File: src/rtl/sine_pwm_pkg.sv
// Package: sine_pwm_pkg
// Shared helpers for the sine PWM generator. It computes the quantised sine
// value for one table entry. Assumes idx_bits <= 16 and samp_bits <= 16.
package sine_pwm_pkg;

    localparam real TWO_PI = 6.283185307179586;

    // Quantised sine sample: midscale plus midscale times sin, rounded.
    function automatic int sine_value(input int i, input int idx_bits, input int samp_bits);
        real half;
        real phase;
        half  = real'((1 << samp_bits) - 1) / 2.0;
        phase = TWO_PI * real'(i) / real'(1 << idx_bits);
        return $rtoi(half + half * $sin(phase) + 0.5);
    endfunction

endpackage

File: src/rtl/sine_pwm_rom.sv
// Module: sine_pwm_rom
// Read-only sine table with a combinational read. Every entry is a constant
// computed from the package function, so the table folds into logic.
// Assumes addr_i is always a legal index (the width guarantees it).
module sine_pwm_rom #(
    parameter int IDX_BITS  = 8,
    parameter int SAMP_BITS = 12
) (
    input  logic [IDX_BITS-1:0]  addr_i,
    output logic [SAMP_BITS-1:0] data_o
);
    import sine_pwm_pkg::*;

    localparam int DEPTH = 1 << IDX_BITS;

    logic [SAMP_BITS-1:0] table_w [DEPTH];

    // One constant per entry, generated from the sine formula.
    for (genvar g = 0; g < DEPTH; g++) begin : g_entry
        assign table_w[g] = SAMP_BITS'(sine_value(g, IDX_BITS, SAMP_BITS));
    end

    // Combinational read port.
    assign data_o = table_w[addr_i];

endmodule

File: src/rtl/sine_pwm_prescaler.sv
// Module: sine_pwm_prescaler
// Divides the clock by one of two constants and gives a one-clock tick.
// Assumes sel_i changes only when the count has just restarted (a boundary).
module sine_pwm_prescaler #(
    parameter int PRESC_SLOW = 95,
    parameter int PRESC_FAST = 27
) (
    input  logic clk,
    input  logic rst_n,
    input  logic sel_i,
    output logic tick_o
);
    localparam int MAX_DIV = (PRESC_SLOW > PRESC_FAST) ? PRESC_SLOW : PRESC_FAST;
    localparam int CNT_W   = (MAX_DIV > 1) ? $clog2(MAX_DIV) : 1;

    localparam logic [CNT_W-1:0] LAST_SLOW = CNT_W'(PRESC_SLOW - 1);
    localparam logic [CNT_W-1:0] LAST_FAST = CNT_W'(PRESC_FAST - 1);

    logic [CNT_W-1:0] cnt_q;
    logic [CNT_W-1:0] last_w;

    // Last count value for the active rate.
    assign last_w = sel_i ? LAST_FAST : LAST_SLOW;
    assign tick_o = (cnt_q == last_w);

    // Count up and restart after the last value.
    always_ff @(posedge clk) begin
        if (!rst_n) begin
            cnt_q <= '0;
        end else if (tick_o) begin
            cnt_q <= '0;
        end else begin
            cnt_q <= cnt_q + 1'b1;
        end
    end

endmodule

File: src/rtl/sine_pwm_core.sv
// Module: sine_pwm_core
// PWM counter and comparator. The counter steps once per tick and wraps at
// full scale. The output is a registered compare against the current sample.
// Assumes sample_i stays steady within one PWM period.
module sine_pwm_core #(
    parameter int SAMP_BITS = 12
) (
    input  logic                 clk,
    input  logic                 rst_n,
    input  logic                 tick_i,
    input  logic [SAMP_BITS-1:0] sample_i,
    output logic [SAMP_BITS-1:0] cnt_o,
    output logic                 wrap_o,
    output logic                 pwm_o
);
    localparam logic [SAMP_BITS-1:0] CNT_MAX = '1;

    logic [SAMP_BITS-1:0] cnt_q;
    logic                 pwm_q;

    assign cnt_o  = cnt_q;
    assign wrap_o = tick_i && (cnt_q == CNT_MAX);
    assign pwm_o  = pwm_q;

    // PWM counter: one step per tick, natural wrap at full scale.
    always_ff @(posedge clk) begin
        if (!rst_n) begin
            cnt_q <= '0;
        end else if (tick_i) begin
            cnt_q <= cnt_q + 1'b1;
        end
    end

    // Registered compare: high while the count is below the sample.
    always_ff @(posedge clk) begin
        if (!rst_n) begin
            pwm_q <= 1'b0;
        end else begin
            pwm_q <= (cnt_q < sample_i);
        end
    end

endmodule

File: src/rtl/sine_pwm_seq.sv
// Module: sine_pwm_seq
// Sample sequencer. It synchronises the rate select and steps the table
// index at each boundary, applying the new rate there. It also raises the
// boundary strobe. Assumes wrap_i lasts one clock per PWM period.
module sine_pwm_seq #(
    parameter int IDX_BITS = 8
) (
    input  logic                clk,
    input  logic                rst_n,
    input  logic                sel_async_i,
    input  logic                wrap_i,
    output logic                sel_active_o,
    output logic [IDX_BITS-1:0] idx_o,
    output logic                strobe_o
);
    logic                sync1_q;
    logic                sync2_q;
    logic                sel_q;
    logic [IDX_BITS-1:0] idx_q;
    logic                strobe_q;

    assign sel_active_o = sel_q;
    assign idx_o        = idx_q;
    assign strobe_o     = strobe_q;

    // Two-flop synchroniser for the asynchronous rate select.
    always_ff @(posedge clk) begin
        if (!rst_n) begin
            sync1_q <= 1'b0;
            sync2_q <= 1'b0;
        end else begin
            sync1_q <= sel_async_i;
            sync2_q <= sync1_q;
        end
    end

    // Boundary actions: new rate, next index, strobe pulse.
    always_ff @(posedge clk) begin
        if (!rst_n) begin
            sel_q    <= 1'b0;
            idx_q    <= '0;
            strobe_q <= 1'b0;
        end else begin
            strobe_q <= wrap_i;
            if (wrap_i) begin
                sel_q <= sync2_q;
                idx_q <= idx_q + 1'b1;
            end
        end
    end

endmodule

File: src/rtl/sine_pwm_gen.sv
// Module: sine_pwm_gen (top)
// Sine-modulated PWM generator. It is built from a prescaler, a PWM
// counter with a comparator, a sample sequencer and a constant sine table.
// Assumes one clock domain. rate_sel_i may be asynchronous.
module sine_pwm_gen #(
    parameter int IDX_BITS   = 8,
    parameter int SAMP_BITS  = 12,
    parameter int PRESC_SLOW = 95,
    parameter int PRESC_FAST = 27
) (
    input  logic                clk,
    input  logic                rst_n,
    input  logic                rate_sel_i,
    output logic                pwm_o,
    output logic [IDX_BITS-1:0] idx_o,
    output logic                strobe_o
);
    logic                 tick_w;
    logic                 wrap_w;
    logic                 sel_act_w;
    logic [SAMP_BITS-1:0] sample_w;
    logic [SAMP_BITS-1:0] pwm_cnt_w;

    sine_pwm_prescaler #(
        .PRESC_SLOW (PRESC_SLOW),
        .PRESC_FAST (PRESC_FAST)
    ) presc_i (
        .clk    (clk),
        .rst_n  (rst_n),
        .sel_i  (sel_act_w),
        .tick_o (tick_w)
    );

    sine_pwm_seq #(
        .IDX_BITS (IDX_BITS)
    ) seq_i (
        .clk          (clk),
        .rst_n        (rst_n),
        .sel_async_i  (rate_sel_i),
        .wrap_i       (wrap_w),
        .sel_active_o (sel_act_w),
        .idx_o        (idx_o),
        .strobe_o     (strobe_o)
    );

    sine_pwm_rom #(
        .IDX_BITS  (IDX_BITS),
        .SAMP_BITS (SAMP_BITS)
    ) rom_i (
        .addr_i (idx_o),
        .data_o (sample_w)
    );

    sine_pwm_core #(
        .SAMP_BITS (SAMP_BITS)
    ) core_i (
        .clk      (clk),
        .rst_n    (rst_n),
        .tick_i   (tick_w),
        .sample_i (sample_w),
        .cnt_o    (pwm_cnt_w),
        .wrap_o   (wrap_w),
        .pwm_o    (pwm_o)
    );

endmodule

File: config.mk
export PLATFORM = sky130hd
export DESIGN_NAME = sine_pwm_gen
export DESIGN_NICKNAME = d
export VERILOG_FILES = /design/src/rtl/sine_pwm_pkg.sv /design/src/rtl/sine_pwm_rom.sv /design/src/rtl/sine_pwm_prescaler.sv /design/src/rtl/sine_pwm_core.sv /design/src/rtl/sine_pwm_seq.sv /design/src/rtl/sine_pwm_gen.sv
export SDC_FILE = /design/constraint.sdc
export NUM_CORES = 1
export LEC_CHECK = 0
export BUFFER_PORTS_ARGS = -buffer_cell sky130_fd_sc_hd__buf_2
export CAP_MARGIN = 15
export CORE_MARGIN = 3
export CORE_UTILIZATION = 50
export DETAILED_ROUTE_END_ITERATION = 6
export PLACE_DENSITY = 0.8
export SYNTH_ARGS = -nofsm -noshare
export SYNTH_HDL_FRONTEND = slang
export SYNTH_SLANG_ARGS = --single-unit
File: constraint.sdc
create_clock -name clk -period 3.3 [get_ports clk]
set_input_delay 0.165 -clock clk [delete_from_list [all_inputs] [get_ports clk]]
set_output_delay 0.165 -clock clk [all_outputs]
set_load 0.02 [all_outputs]
==> results of run 1 <==
-- cells in the mapped netlist, types with 4 or more instances --
cell	instances	area, sq um
o21ai_0	69	345
nor2_1	67	251
nand2_1	63	236
a21oi_1	51	255
buf_2	36	180
dfxtp_1	32	641
ha_1	30	375
nand2b_1	28	175
clkbuf_1	25	93.8
nor3_1	22	110
a31oi_1	19	119
a211oi_1	18	135
nor2b_1	15	93.8
nand3_1	14	70.1
o211ai_1	12	90.1
o31ai_1	12	90.1
inv_1	11	41.3
nand4_1	11	68.8
xnor2_1	11	96.3
a211o_1	9	78.8
and2_1	9	56.3
and3_1	9	56.3
mux2i_1	9	90.1
a311oi_1	8	70.1
o2111ai_1	8	70.1
a221oi_1	7	61.3
o22ai_1	7	43.8
xor2_1	6	52.6
nor4_1	5	31.3
o21a_1	5	37.5
o311ai_0	5	43.8
a21boi_0	4	30.0
a311o_1	4	40.0
or3_1	4	25.0
-- routing by layer --
metal  wire length [um]  global-route usage
met1               8510               0.532
met2               9460               0.581
met3               3340              0.0903
met4               1750               0.210
met5                  0                   0
-- cell families (layout without fill, tap and decap cells) --
family	Yosys count	count (layout)
flip-flops	32	32
AND/OR/NAND/NOR	265	265
XOR/XNOR	17	17
multiplexers	12	12
AO/OA/AOI/OAI	270	270
buffers and inverters	80	166
adder cells (fa/ha/maj)	30	30
-- path summary, 6_finish.rpt --
path | startpoint | cells after the start | endpoint | slack (ns)
max | seq_i.idx_o[0] | 15 | core_i.pwm_o | -0.12
min | rate_sel_i | 2 | seq_i.sync1_q | 0.07
max reg2reg | seq_i.idx_o[0] | 15 | core_i.pwm_o | -0.12
min reg2reg | seq_i.sync1_q | 1 | seq_i.sync2_q | 0.46
-- final cells by class --
cell class / instances / area, sq um / share of cell area
clock buffer: 7 / 96.3 / 0.0149
inverter: 14 / 61.3 / 0.00946
clock inverter: 1 / 30.0 / 0.00463
timing repair buffer: 144 / 1260 / 0.194
tap: 129 / 161 / 0.0249
sequential: 32 / 657 / 0.101
multi-input combinational: 594 / 4220 / 0.651
-- repair_timing --
action | in CTS | in global routing
pin swaps | 10 | 36
gates cloned | 0 | 2
setup buffers | 1 | 6
setup endpoints to repair | 1 | 1
gates resized for setup | 36 | 85
-- state kept, by name (all words and copies together) (netlist names) --
name and count:
core_i.cnt_o 12, core_i.pwm_o 1, presc_i.cnt_q 7, seq_i.idx_o 8, seq_i.sel_active_o 1, seq_i.strobe_o 1, seq_i.sync1_q 1, seq_i.sync2_q 1
-- critical path: stages (launching register included) --
cell	delay, ns
dfxtp_4	0.37
buf_4	0.18
ha_4	0.21
nor2b_2	0.19
buf_4	0.15
a222oi_1	0.36
o21ai_0	0.19
o2111ai_1	0.24
o21a_1	0.18
ha_1	0.27
nand2_1	0.10
nor2_1	0.05
a211oi_2	0.23
o21ai_2	0.10
a2111oi_4	0.32
and3_1	0.20
-- stage by stage --
stage / worst slack, ns / cells / total power, mW / hold slack, ns
after CTS: 0.000230 / 913 / 0.857 / 0.0759
after global placement: -0.341 / 904 / 0.416 / 0.377
after floorplan: 0.00638 / 706 / 0.411 / 0.283
after global routing: -0.230 / 921 / 0.869 / 0.0811
after detailed placement: -0.349 / 904 / 0.418 / 0.387
final: -0.116 / 921 / 0.851 / 0.0738
-- power groups by stage --
stage / logic, mW / registers [mW] / clock network, mW
floorplan: 0.0101 / 0.401 / 0
global placement: 0.0159 / 0.401 / 0
detailed placement: 0.0173 / 0.401 / 0
CTS: 0.0177 / 0.392 / 0.448
global route: 0.0210 / 0.392 / 0.456
finish: 0.0186 / 0.391 / 0.441
-- cells in the final DEF (no fill, tap or decap), types with 8 or more instances in the layout --
cell / count
buf_4: 109
nor2_1: 63
nand2_1: 62
o21ai_0: 57
a21oi_1: 45
dfxtp_1: 27
nand2b_1: 26
a31oi_1: 19
nor3_1: 19
ha_1: 17
nand3_1: 14
buf_2: 13
o211ai_1: 12
nand4_1: 11
xnor2_1: 11
a211oi_1: 11
ha_4: 10
and3_1: 9
nor2b_1: 9
a211o_1: 9
inv_1: 9
mux2i_1: 8
and2_1: 8
o21ai_1: 8
buf_6: 8
buf_12: 8
==> run summary, run 1 <==
gr ovfl total: 0
RSZ-0062 raised after global routing: true
CTS buffer count: 5
startpoint types: register
reported net switching power: 190 uW
Mapped Nets: 739
FFs w/ async S/R, synth: 0
final setup vio count: 1
Util after Layout: 0.698
DP HPWL: 15900 um
filler instances: 781
initial antenna violation count: 0
#FFs+latches synth: 32
Pwr Density: 131 nW/um^2
Initial Util: 0.516
Clock power frac: 0.518
combinational power share: 0.022
# diodes: 0
chip height: 104 um
H-tree depth: 2
maximum vdd drop: 0.184 mV
sw frac: 0.224
Fin Setup TNS: -0.116 ns
Required @ worst endpoint: 3.54 ns
via count: 6666
Post-route DRC: 12
failing checks: DRC, setup timing
Worst Max-Slew Pin Slew: 1.14 ns
Final #Nets: 824
max_cap viols: 0
DIE AREA: 10800 sq um
# IOs: 13
largest family of logic cells by synthesized area: compound AO/OA/AOI/OAI gates
CTS clock-pin slew for the worst setup and hold paths: 0.08 ns
Max Clk Rate: 0.293 GHz
Synth Instances: 706
Clock Sinks: 32
Worst Path Max Fanout: 7
Max clock buf depth: 2
area share of fa/ha/maj cells after synthesis: 0.0784
DRT Pass-1 Iters: 7
worst setup margin: -0.116 ns
status: finished with violations
Yosys cell types: 73
number of I/O port buffers: 12
share of the yosys chip area belonging to registers: 0.134
Compound-Gate Fraction of Synth Area: 0.375
Final Instance Area: 6480 sq um
syn_area_per_cell: 6.78 sq um
Tmin final: 3.42 ns
Core Footprint: 9280 sq um
routed len/inst: 25.0 um
max-slew violation count: 0
cell area after synthesis: 4790 sq um
CTS root buffer: clkbuf_8
GRT Total Usage: 0.394
Setup CP Type: register to register
first-pass GRT wire length: 33900 um
largest net degree at the start of global routing: 56
vias per inst: 7.24
clock insertion delay at the later pin of the skew report: 0.30 ns
internal power: 661 uW
CTS Hold Buffers Added: 0
Ys Warns: 0
DRT Wirelength: 23100 um
final hold vios: 0
mux share of post-synthesis cell area: 0.0282
main flop type after synthesis: dfxtp_1
leak pwr: 2.37 nW
layout cell share with drive strength beyond 1: 0.304
min-delay worst type: input pin to register
DP Area: 5760 sq um
DRT iter0 DRCs: 1189
Setup crit end kind: register
chip width: 104 um
Routed Antenna Nets: 0
crit path DAT: 3.65 ns
number of global-route vias before repair: 6015
gp weighted congestion: 1.12
Syn-to-layout area delta: 35.4%
sequential share of power: 0.460
row count: 35
EDFF count, synth: 0
CTS tree: yes
period utilisation layout: 1.04
simple-gate share of the synthesized area: 0.279
Worst Skew: 0.0112 ns
post-synthesis xor/xnor area fraction: 0.0311
Worst slew margin: 0.241
(Power assumes the default switching activity.)
==> run 2, diff against run 1 <==
CORE_MARGIN = 8   (was 3)
==> run summary, run 2 (same netlist as run 1, synthesis figures left out) <==
maximum vdd drop: 0.148 mV
Syn-to-layout area delta: 36.3%
final non-filler cell total: 937
DP HPWL: 16500 um
Worst slew margin: 0.442
Placed Instances: 926
Max clock buf depth: 2
Largest register FFs: 12
Place WS: -0.272 ns
row count: 35
Setup CP Type: register to register
chip height: 114 um
largest net degree at the start of global routing: 53
period utilisation layout: 1.01
# diodes: 0
most frequent CP cell: ha_4
Hold Slack: 0.0696 ns
GRT Total Usage: 0.342
DRT Wirelength: 22900 um
layout cell share with drive strength beyond 1: 0.328
# IOs: 13
number of global-route vias before repair: 6120
status: finished with violations
final setup vio count: 1
clock insertion delay at the later pin of the skew report: 0.31 ns
Initial Util: 0.516
number of I/O port buffers: 12
final hold vios: 0
min-delay worst type: input pin to register
via count: 6621
DIE AREA: 13000 sq um
Required @ worst endpoint: 3.54 ns
Routed Antenna Nets: 0
crit path max-delay cell type: or4_4
Worst Max-Slew Pin Slew: 0.836 ns
FF-to-FF setup slack: -0.03 ns
max_cap viols: 0
Final #Nets: 840
Critical Path Start: seq_i.idx_o[1]
Worst R2R Path Depth: 14
CTS root buffer: clkbuf_8
Pwr Density: 125 nW/um^2
leak pwr: 2.43 nW
worst reg2reg path startpoint: seq_i.idx_o[1]
Fin Setup TNS: -0.0336 ns
crit path DAT: 3.57 ns
startpoint types: register
DRT iter0 DRCs: 1203
max incr delay on CP: 0.49 ns
Worst Skew: 0.0157 ns
gr ovfl total: 0
Tmin final: 3.33 ns
DRT Pass-1 Iters: 7
most frequent cells in the layout: 134 x buf_4, 62 x nand2_1, 62 x nor2_1, 59 x o21ai_0, 44 x a21oi_1
reg2reg end: core_i.pwm_o
filler instances: 786
Setup crit end kind: register
gp weighted congestion: 1.10
CTS buffer count: 5
Post-route DRC: 13
CTS clock-pin slew for the worst setup and hold paths: 0.09 ns
Max Clk Rate: 0.300 GHz
CP Capture Point: core_i.pwm_o
CTS tree: yes
H-tree depth: 2
max-slew violation count: 0
CTS Hold Buffers Added: 0
Worst Path Max Fanout: 7
most common cell after layout, fill and taps aside: buf_4
worst path cell trace: inv_4 > ha_4 > buf_6 > nor2_1 > nand2_1 > a21o_1 > o2111ai_2 > a311oi_2 > a31oi_1 > buf_4 > ha_4 > or4_4 > a2111oi_4 > and3_1
failing checks: DRC, setup timing
worst setup margin: -0.0336 ns
initial antenna violation count: 0
first-pass GRT wire length: 34700 um
Clock Sinks: 32
chip width: 114 um
Core Footprint: 9280 sq um
RSZ-0062 raised after global routing: true
routed len/inst: 24.4 um
vias per inst: 7.07
-- run 2: layout make-up --
| type | instances | area (sq um) | share of cell area |
|---|---|---|---|
| Tap cell | 129 | 161 | 0.0247 |
| Inverter | 14 | 56.3 | 0.00863 |
| Clock inverter | 3 | 42.5 | 0.00652 |
| Clock buffer | 5 | 68.8 | 0.0106 |
| Sequential cell | 32 | 654 | 0.100 |
| Timing Repair Buffer | 160 | 1290 | 0.199 |
| Multi-Input combinational cell | 594 | 4240 | 0.651 |
-- run 2: what timing repair did --
action | 4_1_cts | 5_1_grt
resized for setup | 38 | 78
pin swaps | 13 | 27
buffers inserted | 1 | 5
setup endpoints to repair | 1 | 1
cloned | 0 | 0
-- run 2: worst min path at each step --
stage	startpoint	end	slack (ns)	cells past startpoint
floorplan	rst_n	seq_i.idx_o[6]	0.28	1
global placement	rate_sel_i	seq_i.sync1_q	0.37	2
detailed placement	rate_sel_i	seq_i.sync1_q	0.38	2
CTS	rate_sel_i	seq_i.sync1_q	0.07	2
global route	rate_sel_i	seq_i.sync1_q	0.09	2
finish	rate_sel_i	seq_i.sync1_q	0.07	2
-- run 2: worst max-delay path: cells and delay by family (launching register included) --
kind            cells  cell delay (ns)
simple gates        4             0.85
flops               1             0.38
buf+inv             3             0.36
compound gates      5             1.20
fa+ha+maj           2             0.47
-- run 2: stage by stage --
stage | utilization | power (mW) | instance area (sq um)
global placement | 0.637 | 0.416 | 5910
global route | 0.703 | 0.837 | 6520
detailed placement | 0.637 | 0.418 | 5910
finish | 0.703 | 0.814 | 6520
CTS | 0.665 | 0.812 | 6180
floorplan | - | 0.411 | 4830
-- run 2: power breakdown --
part / internal (mW) / switching, mW
registers: 0.388 / 0.00363
clock network: 0.224 / 0.181
logic: 0.00611 / 0.0117
-- run 2: per-layer routing --
layer,global-route usage,vias up,share of wire
li1,-,2870,-
met1,0.443,3019,0.38
met2,0.501,581,0.42
met3,0.0877,151,0.13
met4,0.195,0,0.068
met5,0,-,0
